**config.mk**
```make
export PLATFORM = sky130hd
export DESIGN_NAME = nseq_bridge
export DESIGN_NICKNAME = d
export VERILOG_FILES = /design/src/rtl/nseq_pkg.sv /design/src/rtl/nseq_decode.sv /design/src/rtl/nseq_rbsync.sv /design/src/rtl/nseq_strobe.sv /design/src/rtl/nseq_bridge.sv
export SDC_FILE = /design/constraint.sdc
export NUM_CORES = 1
export LEC_CHECK = 0
export ABC_AREA = 1
export BUFFER_PORTS_ARGS = -buffer_cell sky130_fd_sc_hd__buf_2
export CAP_MARGIN = 5
export CORE_MARGIN = 1.5
export CORE_UTILIZATION = 50
export CTS_CLUSTER_SIZE = 40
export DETAILED_ROUTE_END_ITERATION = 10
export GPL_TIMING_DRIVEN = 0
export PLACE_DENSITY = 0.8
export SLEW_MARGIN = 20
export SYNTH_ARGS = -nofsm -noshare
export SYNTH_HDL_FRONTEND = slang
export SYNTH_SLANG_ARGS = --single-unit
```
**constraint.sdc**
```tcl
create_clock -name clk -period 5.46 [get_ports clk]
set_input_delay 0.546 -clock clk [delete_from_list [all_inputs] [get_ports clk]]
set_output_delay 0.546 -clock clk [all_outputs]
set_load 0.01 [all_outputs]
```
**src/rtl/nseq_pkg.sv**
```systemverilog
package nseq_pkg;

    // bit positions in the access offset (the decoder and software agree on these)
    localparam int P_OP0_LO  = 3;
    localparam int P_ECC     = 10;
    localparam int P_OP1_LO  = 11;
    localparam int P_PHASE   = 19;
    localparam int P_OP1_V   = 20;
    localparam int P_CNT_LO  = 21;
    localparam int CNT_W     = 3;
    localparam int MIN_ADDR_W = P_CNT_LO + CNT_W;

    typedef enum logic [1:0] {K_CMD, K_ADR, K_WR, K_RD} cyc_kind_e;
    typedef enum logic [1:0] {S_IDLE, S_RUN, S_ACK} seq_st_e;

    typedef struct packed {
        logic             data_ph;
        logic [7:0]       op0;
        logic [7:0]       op1;
        logic             op1_v;
        logic [CNT_W-1:0] ncyc;
        logic             last;
    } acc_fields_t;

endpackage

```
**src/rtl/nseq_decode.sv**
```systemverilog
module nseq_decode
    import nseq_pkg::*;
#(
    parameter int ADDR_W = 24
) (
    input  logic [ADDR_W-1:0] addr,
    output acc_fields_t       fld
);
    always_comb begin
        fld.data_ph = addr[P_PHASE];
        fld.op0     = addr[P_OP0_LO +: 8];
        fld.op1     = addr[P_OP1_LO +: 8];
        fld.op1_v   = addr[P_OP1_V];
        fld.ncyc    = addr[P_CNT_LO +: CNT_W];
        fld.last    = addr[P_ECC];
    end
endmodule

```
**src/rtl/nseq_rbsync.sv**
```systemverilog
module nseq_rbsync #(
    parameter int STAGES = 2
) (
    input  logic clk,
    input  logic rst_n,
    input  logic rb_n_async,
    output logic rb_ok
);
    logic [STAGES-1:0] sync_d, sync_q;

    always_comb sync_d = {sync_q[STAGES-2:0], rb_n_async};

    always_ff @(posedge clk or negedge rst_n) begin
        if (!rst_n) sync_q <= '0;
        else        sync_q <= sync_d;
    end

    assign rb_ok = sync_q[STAGES-1];
endmodule

```
**src/rtl/nseq_strobe.sv**
```systemverilog
module nseq_strobe
    import nseq_pkg::*;
#(
    parameter int T_LO = 2,
    parameter int T_HI = 1
) (
    input  logic       clk,
    input  logic       rst_n,
    input  logic       go,
    input  cyc_kind_e  kind,
    input  logic [7:0] dbyte_in,
    input  logic [7:0] io_in,
    output logic       we_n,
    output logic       re_n,
    output logic       cle,
    output logic       ale,
    output logic [7:0] io_out,
    output logic       io_oe,
    output logic       done,
    output logic [7:0] rd_byte
);
    localparam int TMAX = (T_LO > T_HI) ? T_LO : T_HI;
    localparam int CW   = $clog2(TMAX + 1);

    typedef struct packed {
        logic          active;
        logic          lo;
        logic [CW-1:0] cnt;
        cyc_kind_e     kind;
        logic [7:0]    dbyte;
        logic [7:0]    rd;
    } stb_t;

    stb_t q, d;

    always_comb begin
        d    = q;
        done = 1'b0;
        if (!q.active) begin
            if (go) begin
                d.active = 1'b1;
                d.lo     = 1'b1;
                d.cnt    = '0;
                d.kind   = kind;
                d.dbyte  = dbyte_in;
            end
        end else if (q.lo) begin
            if (q.cnt == CW'(T_LO - 1)) begin
                d.lo  = 1'b0;
                d.cnt = '0;
                if (q.kind == K_RD) d.rd = io_in;
            end else begin
                d.cnt = q.cnt + 1'b1;
            end
        end else begin
            if (q.cnt == CW'(T_HI - 1)) begin
                d.active = 1'b0;
                done     = 1'b1;
            end else begin
                d.cnt = q.cnt + 1'b1;
            end
        end
    end

    always_ff @(posedge clk or negedge rst_n) begin
        if (!rst_n) q <= '0;
        else        q <= d;
    end

    assign we_n    = !(q.active && q.lo && q.kind != K_RD);
    assign re_n    = !(q.active && q.lo && q.kind == K_RD);
    assign cle     = q.active && q.kind == K_CMD;
    assign ale     = q.active && q.kind == K_ADR;
    assign io_oe   = q.active && q.kind != K_RD;
    assign io_out  = q.dbyte;
    assign rd_byte = q.rd;

    AST_IO_HELD_LOW: assert property (@(posedge clk) disable iff (!rst_n)
        (!we_n && $past(!we_n)) |-> $stable(io_out));
endmodule

```
**src/rtl/nseq_bridge.sv**
```systemverilog
module nseq_bridge
    import nseq_pkg::*;
#(
    parameter int ADDR_W = 24,
    parameter int DATA_W = 32,
    parameter int T_LO   = 2,
    parameter int T_HI   = 1
) (
    input  logic              clk,
    input  logic              rst_n,
    input  logic              bus_valid,
    input  logic              bus_write,
    input  logic [ADDR_W-1:0] bus_addr,
    input  logic [DATA_W-1:0] bus_wdata,
    output logic              bus_ready,
    output logic [DATA_W-1:0] bus_rdata,
    output logic              nand_ce_n,
    output logic              nand_cle,
    output logic              nand_ale,
    output logic              nand_we_n,
    output logic              nand_re_n,
    output logic [7:0]        nand_io_out,
    output logic              nand_io_oe,
    input  logic [7:0]        nand_io_in,
    input  logic              nand_rb_n,
    output logic              ecc_last
);
    localparam int BPW = DATA_W / 8;
    localparam int DLW = $clog2(BPW + 1);

    typedef struct packed {
        seq_st_e          st;
        logic             ce_n;
        logic             cmd0_todo;
        logic [7:0]       op0;
        logic [CNT_W-1:0] adr_left;
        logic [DLW-1:0]   dat_left;
        logic             rd;
        logic             ecc_todo;
        logic             last_flag;
        logic             cmd1_todo;
        logic [7:0]       op1;
        logic [DATA_W-1:0] word;
        logic [DATA_W-1:0] rdata;
        logic             ecc_pulse;
        logic             split_pend;
        logic [CNT_W-1:0] split_left;
        logic [ADDR_W-1:0] split_off;
    } seq_t;

    seq_t        q, d;
    acc_fields_t fld;
    logic        rb_ok;
    logic        sq_go;
    cyc_kind_e   sq_kind;
    logic [7:0]  sq_byte;
    logic        stb_done;
    logic [7:0]  stb_rd;

    nseq_decode #(.ADDR_W(ADDR_W)) u_dec (.addr(bus_addr), .fld(fld));

    nseq_rbsync #(.STAGES(2)) u_rb (
        .clk(clk), .rst_n(rst_n), .rb_n_async(nand_rb_n), .rb_ok(rb_ok)
    );

    always_comb begin
        d           = q;
        d.ecc_pulse = 1'b0;
        sq_go       = 1'b0;
        sq_kind     = K_CMD;
        sq_byte     = '0;
        unique case (q.st)
            S_IDLE: if (bus_valid) begin
                d.st        = S_RUN;
                d.word      = bus_wdata;
                d.rdata     = '0;
                d.last_flag = 1'b0;
                d.ecc_todo  = 1'b0;
                d.dat_left  = '0;
                d.cmd0_todo = 1'b0;
                d.adr_left  = '0;
                d.op1       = fld.op1;
                d.op0       = fld.op0;
                if (!fld.data_ph) begin
                    if (!bus_write) begin
                        d.st        = S_ACK;          // no flash cycle at all
                        d.cmd1_todo = 1'b0;
                    end else if (q.split_pend && bus_addr == q.split_off) begin
                        d.ce_n       = 1'b0;
                        d.adr_left   = q.split_left;
                        d.cmd1_todo  = fld.op1_v;
                        d.split_pend = 1'b0;
                    end else begin
                        d.ce_n      = 1'b0;
                        d.cmd0_todo = 1'b1;
                        if (fld.ncyc > CNT_W'(BPW)) begin
                            d.adr_left   = CNT_W'(BPW);
                            d.split_pend = 1'b1;
                            d.split_left = fld.ncyc - CNT_W'(BPW);
                            d.split_off  = bus_addr;
                            d.cmd1_todo  = 1'b0;
                        end else begin
                            d.adr_left   = fld.ncyc;
                            d.split_pend = 1'b0;
                            d.cmd1_todo  = fld.op1_v;
                        end
                    end
                end else begin
                    d.ce_n       = 1'b0;
                    d.split_pend = 1'b0;
                    d.dat_left   = DLW'(BPW);
                    d.rd         = !bus_write;
                    d.ecc_todo   = fld.last;
                    d.last_flag  = fld.last;
                    d.cmd1_todo  = bus_write && fld.op1_v;
                end
            end
            S_RUN: begin
                if (q.cmd0_todo) begin
                    sq_go   = 1'b1;
                    sq_kind = K_CMD;
                    sq_byte = q.op0;
                    if (stb_done) d.cmd0_todo = 1'b0;
                end else if (q.adr_left != '0) begin
                    sq_go   = 1'b1;
                    sq_kind = K_ADR;
                    sq_byte = q.word[7:0];
                    if (stb_done) begin
                        d.adr_left = q.adr_left - 1'b1;
                        d.word     = q.word >> 8;
                    end
                end else if (q.dat_left != '0) begin
                    sq_kind = q.rd ? K_RD : K_WR;
                    sq_byte = q.word[7:0];
                    sq_go   = !q.rd || rb_ok;
                    if (stb_done) begin
                        d.dat_left = q.dat_left - 1'b1;
                        d.word     = q.word >> 8;
                        if (q.rd) d.rdata = {stb_rd, q.rdata[DATA_W-1:8]};
                    end
                end else if (q.ecc_todo) begin
                    d.ecc_todo  = 1'b0;
                    d.ecc_pulse = 1'b1;
                end else if (q.cmd1_todo) begin
                    sq_go   = 1'b1;
                    sq_kind = K_CMD;
                    sq_byte = q.op1;
                    if (stb_done) d.cmd1_todo = 1'b0;
                end else begin
                    d.st = S_ACK;
                end
            end
            default: begin
                d.st = S_IDLE;
                if (q.last_flag) d.ce_n = 1'b1;
            end
        endcase
    end

    always_ff @(posedge clk or negedge rst_n) begin
        if (!rst_n) begin
            q      <= '0;
            q.ce_n <= 1'b1;
        end else begin
            q <= d;
        end
    end

    nseq_strobe #(.T_LO(T_LO), .T_HI(T_HI)) u_stb (
        .clk(clk), .rst_n(rst_n), .go(sq_go), .kind(sq_kind), .dbyte_in(sq_byte),
        .io_in(nand_io_in), .we_n(nand_we_n), .re_n(nand_re_n), .cle(nand_cle),
        .ale(nand_ale), .io_out(nand_io_out), .io_oe(nand_io_oe), .done(stb_done),
        .rd_byte(stb_rd)
    );

    assign bus_ready = q.st == S_ACK;
    assign bus_rdata = q.rdata;
    assign nand_ce_n = q.ce_n;
    assign ecc_last  = q.ecc_pulse;

    AST_READY_NO_STROBE: assert property (@(posedge clk) disable iff (!rst_n)
        bus_ready |-> (nand_we_n && nand_re_n));
    AST_CE_HELD: assert property (@(posedge clk) disable iff (!rst_n)
        (!nand_we_n || !nand_re_n) |-> !nand_ce_n);
    AST_READ_WAITS_RB: assert property (@(posedge clk) disable iff (!rst_n)
        $fell(nand_re_n) |-> $past(rb_ok));
    AST_ECC_SINGLE: assert property (@(posedge clk) disable iff (!rst_n)
        ecc_last |=> !ecc_last);
    AST_ECC_QUIET_BUS: assert property (@(posedge clk) disable iff (!rst_n)
        ecc_last |-> (nand_we_n && nand_re_n && !bus_ready));
endmodule

```
==> results of run 1 <==
-- report_power, final --
part           switching [uW]  internal (uW)
clock network             453            684
logic                    1380            871
registers                 314           1550
total                    2140           3110
-- through the flow --
| stage | utilization | total power [uW] | hold slack (ns) |
|---|---|---|---|
| floorplan | - | 3428 | 0.2504 |
| finish | 0.6148 | 5252 | 0.1079 |
| CTS | 0.6148 | 5261 | 0.1326 |
| global route | 0.6148 | 5673 | 0.1528 |
| global placement | 0.5704 | 4012 | 0.3410 |
| detailed placement | 0.5731 | 4104 | 0.3457 |
-- synthesized netlist by cell type, drive strengths merged --
library cell  instances
nand3                60
a21boi                1
xnor2                 1
o21ai                85
a31oi                27
dfrtp               143
nor3                 10
nand4                 4
o22ai                 2
nor2                100
a21oi                40
o22a                  1
clkbuf               20
nand2               247
inv                 102
o211ai                2
buf                  53
mux2                  8
ha                    4
clkinv                3
dfstp                 1
-- layout by cell type, fill, tap and decap left out, types with 9 or more instances in the layout --
master	Yosys	routed
clkbuf_16	0	17
o21ai_0	78	78
inv_1	100	100
nand3_1	60	60
dfrtp_1	143	143
a21oi_1	37	37
buf_4	43	43
a31oi_1	27	27
nor2_1	98	98
nand2_1	246	246
clkbuf_1	20	21
buf_2	10	125
nor3_1	9	9
-- final cells by class --
type | instances | share of cell area
clock inverters | 13 | 0.01607
clock buffers | 19 | 0.05170
repair buffers | 117 | 0.07215
well taps | 180 | 0.02629
plain buffers | 73 | 0.05229
flip-flops and latches | 144 | 0.4208
multi-input cells | 592 | 0.3147
inverters | 105 | 0.04601
-- kinds of logic after synthesis --
family | Yosys count | share of synthesized area
xor+xnor | 1 | 0.001226
simple gates | 421 | 0.2366
buf+inv | 178 | 0.1179
mux | 8 | 0.01261
flops | 144 | 0.5046
compound gates | 158 | 0.1200
fa+ha+maj | 4 | 0.007007
-- per-layer routing --
metal / vias up / part of all wire / GRT usage
met4: 0 / 0.029 / 0.1047
met2: 184 / 0.47 / 0.4061
met1: 2944 / 0.45 / 0.3150
met5: - / 0 / 0
li1: 3160 / - / -
met3: 29 / 0.053 / 0.04461
-- critical path: cells and delay by family (launching register included) --
family	cells	cell delay, ns
flops	1	0.43
simple gates	1	0.11
buf+inv	3	0.94
-- final timing paths --
kind                                start        endpoint
min in group clk                nand_rb_n  u_rb.sync_q[0]
max in group asynchronous           rst_n       nand_ce_n
max reg2reg                        q[119]   bus_rdata[24]
min reg2reg                u_rb.sync_q[0]  u_rb.sync_q[1]
min                                 rst_n          q[114]
max                                q[121]       bus_ready
-- flip-flops by register name (all words and copies together), names as in the netlist --
name / count
u_stb.io_out: 8
u_stb.q: 6
q: 86
bus_rdata: 32
nand_ce_n: 1
u_rb.sync_q: 2
ecc_last: 1
u_stb.rd_byte: 8
==> results.yml, run 1 <==
grt:
  grt_pass1_vias: 6030
  grt_max_degree: 80
  grt.overflow.total: 0
  antenna_found_initial: 0
  grt_pass1_wl_um: 28350
  track_usage: 0.2445
synth:
  synth_seq_area_share: 0.5046
  ys_ff_latch: 144
  yosysUniqueCellTypes: 29
  synth.area.top_cells: "dfrtp_1 (50%), nand2_1 (13%), o21ai_0 (5.5%)"
  syn_inst: 914
  synth_top_area_share: 0.5010
  ys_warn_count: 0
  synth.avg_cell_area_um2: 7.815
  synth_top_cell_by_area: "dfrtp_1"
  syn_nets: 987
  syn_area_um2: 7143
critical_path:
  slowest_delay_ns: 0.43
  crit_type: "flip-flop to output pin"
  arrival_ns: 1.90
  worstPathCellList: "clkbuf_1, clkbuf_1, nor2_1, buf_2"
  path_common_cell: "clkbuf_1"
  cp_max_fo: 10
  worstSetupStartpointType: "flip-flop"
  endpoint_kind: "output pin"
  rrSetupSlack_ns: 3.08
  reg2reg_depth: 6
  worstPathRequired_ns: 4.91
  worst_path_max_delay_cell: "dfrtp_1"
die:
  dieArea_um2: 15010
  fp.dieH_um: 122.5
  row_count: 43
  die_w_um: 122.5
  coreArea_um2: 13930
  design.portCount: 117
  initial_utilization: 0.5126
routing:
  drt.antenna.violating_nets: 0
  route.detailed.drc: 0
  route.vias.total: 6317
  drt_wl_total_um: 17210
  drtIter0Drc: 556
  vias_per_cell: 5.082
  drt_pass1_iterations: 5
  wire_per_inst_um: 13.85
final_layout:
  register_area_um2: 3605
  final_cell_area_um2: 8567
  syn_to_final_growth_pct: 19.93
  multiInputGateArea_um2: 2696
  final_net_count: 1123
  n_fill_cell: 1179
  antenna_cells: 0
  instances_no_fill: 1243
  layout-drive-gt1-share: 0.2060
place:
  post-dp-hpwl_um: 12810
  place.gp.congestion: 0.8976
  dp.cells: 1211
  port_buffers: 116
  placed_cell_area_um2: 7986
  pre_cts_ws_ns: 3.016
power_and_ir_drop:
  cellPowerDensity_nw_per_um2: 613.0
  p_leak_uw: 0.004361
  worst_ir_drop_vdd_uv: 283.7
min_path:
  min_path_type: "primary input to asynchronous set/reset pin"
cts:
  cts_buffers: 17
  ctsResizeCount: 0
  clk_latency_ns: 0.42
  cts_tree: "done"
  clk_pin_slew_ns: 0.06
  cts_setup_buffers: 0
  clockRootBuffer: "clkbuf_16"
  cts_buffer_depth: 2
  htree_num_levels: 4
  holdBufCountCts: 0
  cts.sinks: 144
sta:
  fin_crit_sh: 0.4477
  setup_viol: 0
  tightest_slew_ns: 0.6094
  max_freq_mhz: 409.1
  finalWorstSetupSlack_ns: 3.016
  setup_tns_ns: 0
  clock_skew_ns: 0.008027
  finalMaxSlewViolations: 0
  maxSlewHeadroom: 0.5937
  post-route-min-period_ns: 2.444
  final-hold-violation-count: 0
  rsz0062_at_grt: "false"
job:
  drv_cap: 0
run_status:
  status: "finished, final reports clean"
(Power assumes the default switching activity.)
==> run 2: changes to the inputs <==
--- a/config.mk
+++ b/config.mk
@@ -13,7 +13,7 @@
 export CTS_CLUSTER_SIZE = 40
 export DETAILED_ROUTE_END_ITERATION = 10
 export GPL_TIMING_DRIVEN = 0
-export PLACE_DENSITY = 0.8
+export PLACE_DENSITY = 0.83
 export SLEW_MARGIN = 20
 export SYNTH_ARGS = -nofsm -noshare
 export SYNTH_HDL_FRONTEND = slang
==> constraint.sdc (replaced) <==
create_clock -name clk -period 2.1 [get_ports clk]
set_input_delay 0.21 -clock clk [delete_from_list [all_inputs] [get_ports clk]]
set_output_delay 0.21 -clock clk [all_outputs]
set_load 0.01 [all_outputs]
==> results.yml, run 2 (synthesized netlist as in run 1, its figures left out) <==
run_status:
  status: "finished, final reports clean"
cts:
  cts_buffer_depth: 2
  clk_pin_slew_ns: 0.06
  cts.sinks: 144
  cts_buffers: 17
  htree_num_levels: 4
  clockRootBuffer: "clkbuf_16"
  cts_tree: "done"
  clk_latency_ns: 0.42
critical_path:
  arrival_ns: 2.35
  reg2reg_depth: 6
  r2r-end: "bus_rdata[20]"
  worstPathRequired_ns: 2.44
  slowest_delay_ns: 0.45
  crit_type: "flip-flop to flip-flop"
  path_common_cell: "nand2_1"
  rrSetupSlack_ns: 0.09
  worstSetupStartpointType: "flip-flop"
  critPathLaunch: "q[119]"
  endpoint: "bus_rdata[20]"
  cp_max_fo: 10
  worst_path_max_delay_cell: "dfrtp_1"
  endpoint_kind: "flip-flop"
  worstPathCellList: "nor2_4, nand2_1, nor3_4, clkbuf_2, nand2_1, a21oi_1"
  r2r-start: "q[119]"
sta:
  whs_ns: 0.02068
  clock_skew_ns: 0.007068
  maxSlewHeadroom: 0.5915
  tightest_slew_ns: 0.6105
  fin_crit_sh: 0.9566
  rsz0062_at_grt: "true"
  finalMaxSlewViolations: 0
  post-route-min-period_ns: 2.009
  setup_viol: 0
  setup_tns_ns: 0
  final-hold-violation-count: 0
  max_freq_mhz: 497.8
die:
  design.portCount: 117
  initial_utilization: 0.5126
  die_w_um: 122.5
  dieArea_um2: 15010
  coreArea_um2: 13930
  fp.dieH_um: 122.5
  row_count: 43
final_layout:
  n_fill_cell: 1169
  register_area_um2: 3607
  final_cell_area_um2: 8874
  top_register: "q"
  layout-drive-gt1-share: 0.2442
  multiInputGateArea_um2: 2783
  syn_to_final_growth_pct: 24.22
  final_common_cell: "nand2_1"
  final_net_count: 1137
  layout_common_cells: "nand2_1 (240), dfrtp_1 (141), buf_2 (118), inv_1 (97), nor2_1 (91)"
  largest_register_ff_count: 86
  instances_no_fill: 1258
  postLayoutCoreUtil: 0.6368
place:
  place.gp.congestion: 0.9130
  placed_cell_area_um2: 7986
  post-dp-hpwl_um: 12640
  port_buffers: 116
  dp.cells: 1211
routing:
  drtIter0Drc: 556
  drt_wl_total_um: 17530
  drt_pass1_iterations: 5
  drt.antenna.violating_nets: 0
  route.vias.total: 6395
  wire_per_inst_um: 13.94
  route.detailed.drc: 0
  vias_per_cell: 5.083
power_and_ir_drop:
  clockPowerShare: 0.209
  power_frac_seq: 0.339
  worst_ir_drop_vdd_uv: 824.9
  p_leak_uw: 0.004503
  p_sw_frac: 0.3997
  p_sw_uw: 5745
  p_int_uw: 8631
  power.share.combinational: 0.453
  cellPowerDensity_nw_per_um2: 1620
grt:
  use_met3: 0.05390
  antenna_found_initial: 1
  grt.overflow.total: 0
  grt_pass1_vias: 5787
  grt-busiest-layer: "met2"
  grt_use_met1: 0.3209
  grt_max_degree: 82
  track_usage: 0.2410
  use_met2: 0.3813
  grt_pass1_wl_um: 27630
job:
  drv_cap: 0
min_path:
  min_path_type: "primary input to flip-flop"
-- run 2: changes by cell type in the layout (fill, tap and decap cells not counted), sizes merged --
cell | before | now
clkbuf | 39 | 45
dlygate4sd3 | 0 | 2
diode | 0 | 1
inv | 104 | 103
buf | 170 | 179
clkinvlp | 3 | 2
clkinv | 9 | 8
-- run 2: worst min path at each step --
stage | from | cells past startpoint | end
finish | bus_wdata[29] | 3 | q[90]
global route | nand_io_in[5] | 2 | u_stb.rd_byte[5]
CTS | nand_io_in[4] | 2 | u_stb.rd_byte[4]
detailed placement | rst_n | 1 | u_stb.io_out[3]
global placement | nand_rb_n | 1 | u_rb.sync_q[0]
floorplan | rst_n | 0 | bus_rdata[0]
-- run 2: power groups by stage --
| stage | registers, uW | logic, uW | clock network [uW] |
|---|---|---|---|
| after floorplan | 4630 | 4280 | 0 |
| after global placement | 4810 | 5600 | 0 |
| after detailed placement | 4860 | 5780 | 0 |
| after CTS | 4840 | 5940 | 3030 |
| after global routing | 5010 | 7300 | 3190 |
| final | 4870 | 6510 | 3000 |
-- run 2: repair_timing --
item                                    CTS  global route
endpoints found under the setup margin   87           108
gates cloned                              0             3
pin swaps                                 0             4
gates resized for setup                  14            56
buffers inserted                          2             7
hold buffers                              2             0
hold endpoints to repair                 81             0
-- run 2: cell type report --
cell class,count,area share
inverters,105,0.04470
flip-flops and latches,144,0.4065
plain buffers,73,0.05711
multi-input cells,592,0.3136
clock inverters,10,0.01227
clock buffers,22,0.05457
well taps,180,0.02538
repair buffers,131,0.08559
diodes,1,0.0002820
-- run 2: per-layer routing --
| metal | vias to the layer above | share of wire |
|---|---|---|
| met2 | 206 | 0.48 |
| met4 | 0 | 0.027 |
| li1 | 3194 | - |
| met5 | - | 0 |
| met1 | 2965 | 0.44 |
| met3 | 30 | 0.053 |
-- run 2: metrics by stage --
stage	total power, uW	setup WS (ns)
after floorplan	8913	0.2367
after global placement	10420	-1.209
after detailed placement	10640	-0.1857
after CTS	13810	0.008751
after global routing	15490	-0.02056
final	14380	0.09122
-- run 2: critical path, delay by kind of cell, from the launching register on --
family          cells  cell delay (ns)
flops               1             0.45
buf+inv             1             0.28
compound gates      1             0.19
simple gates        4             0.99
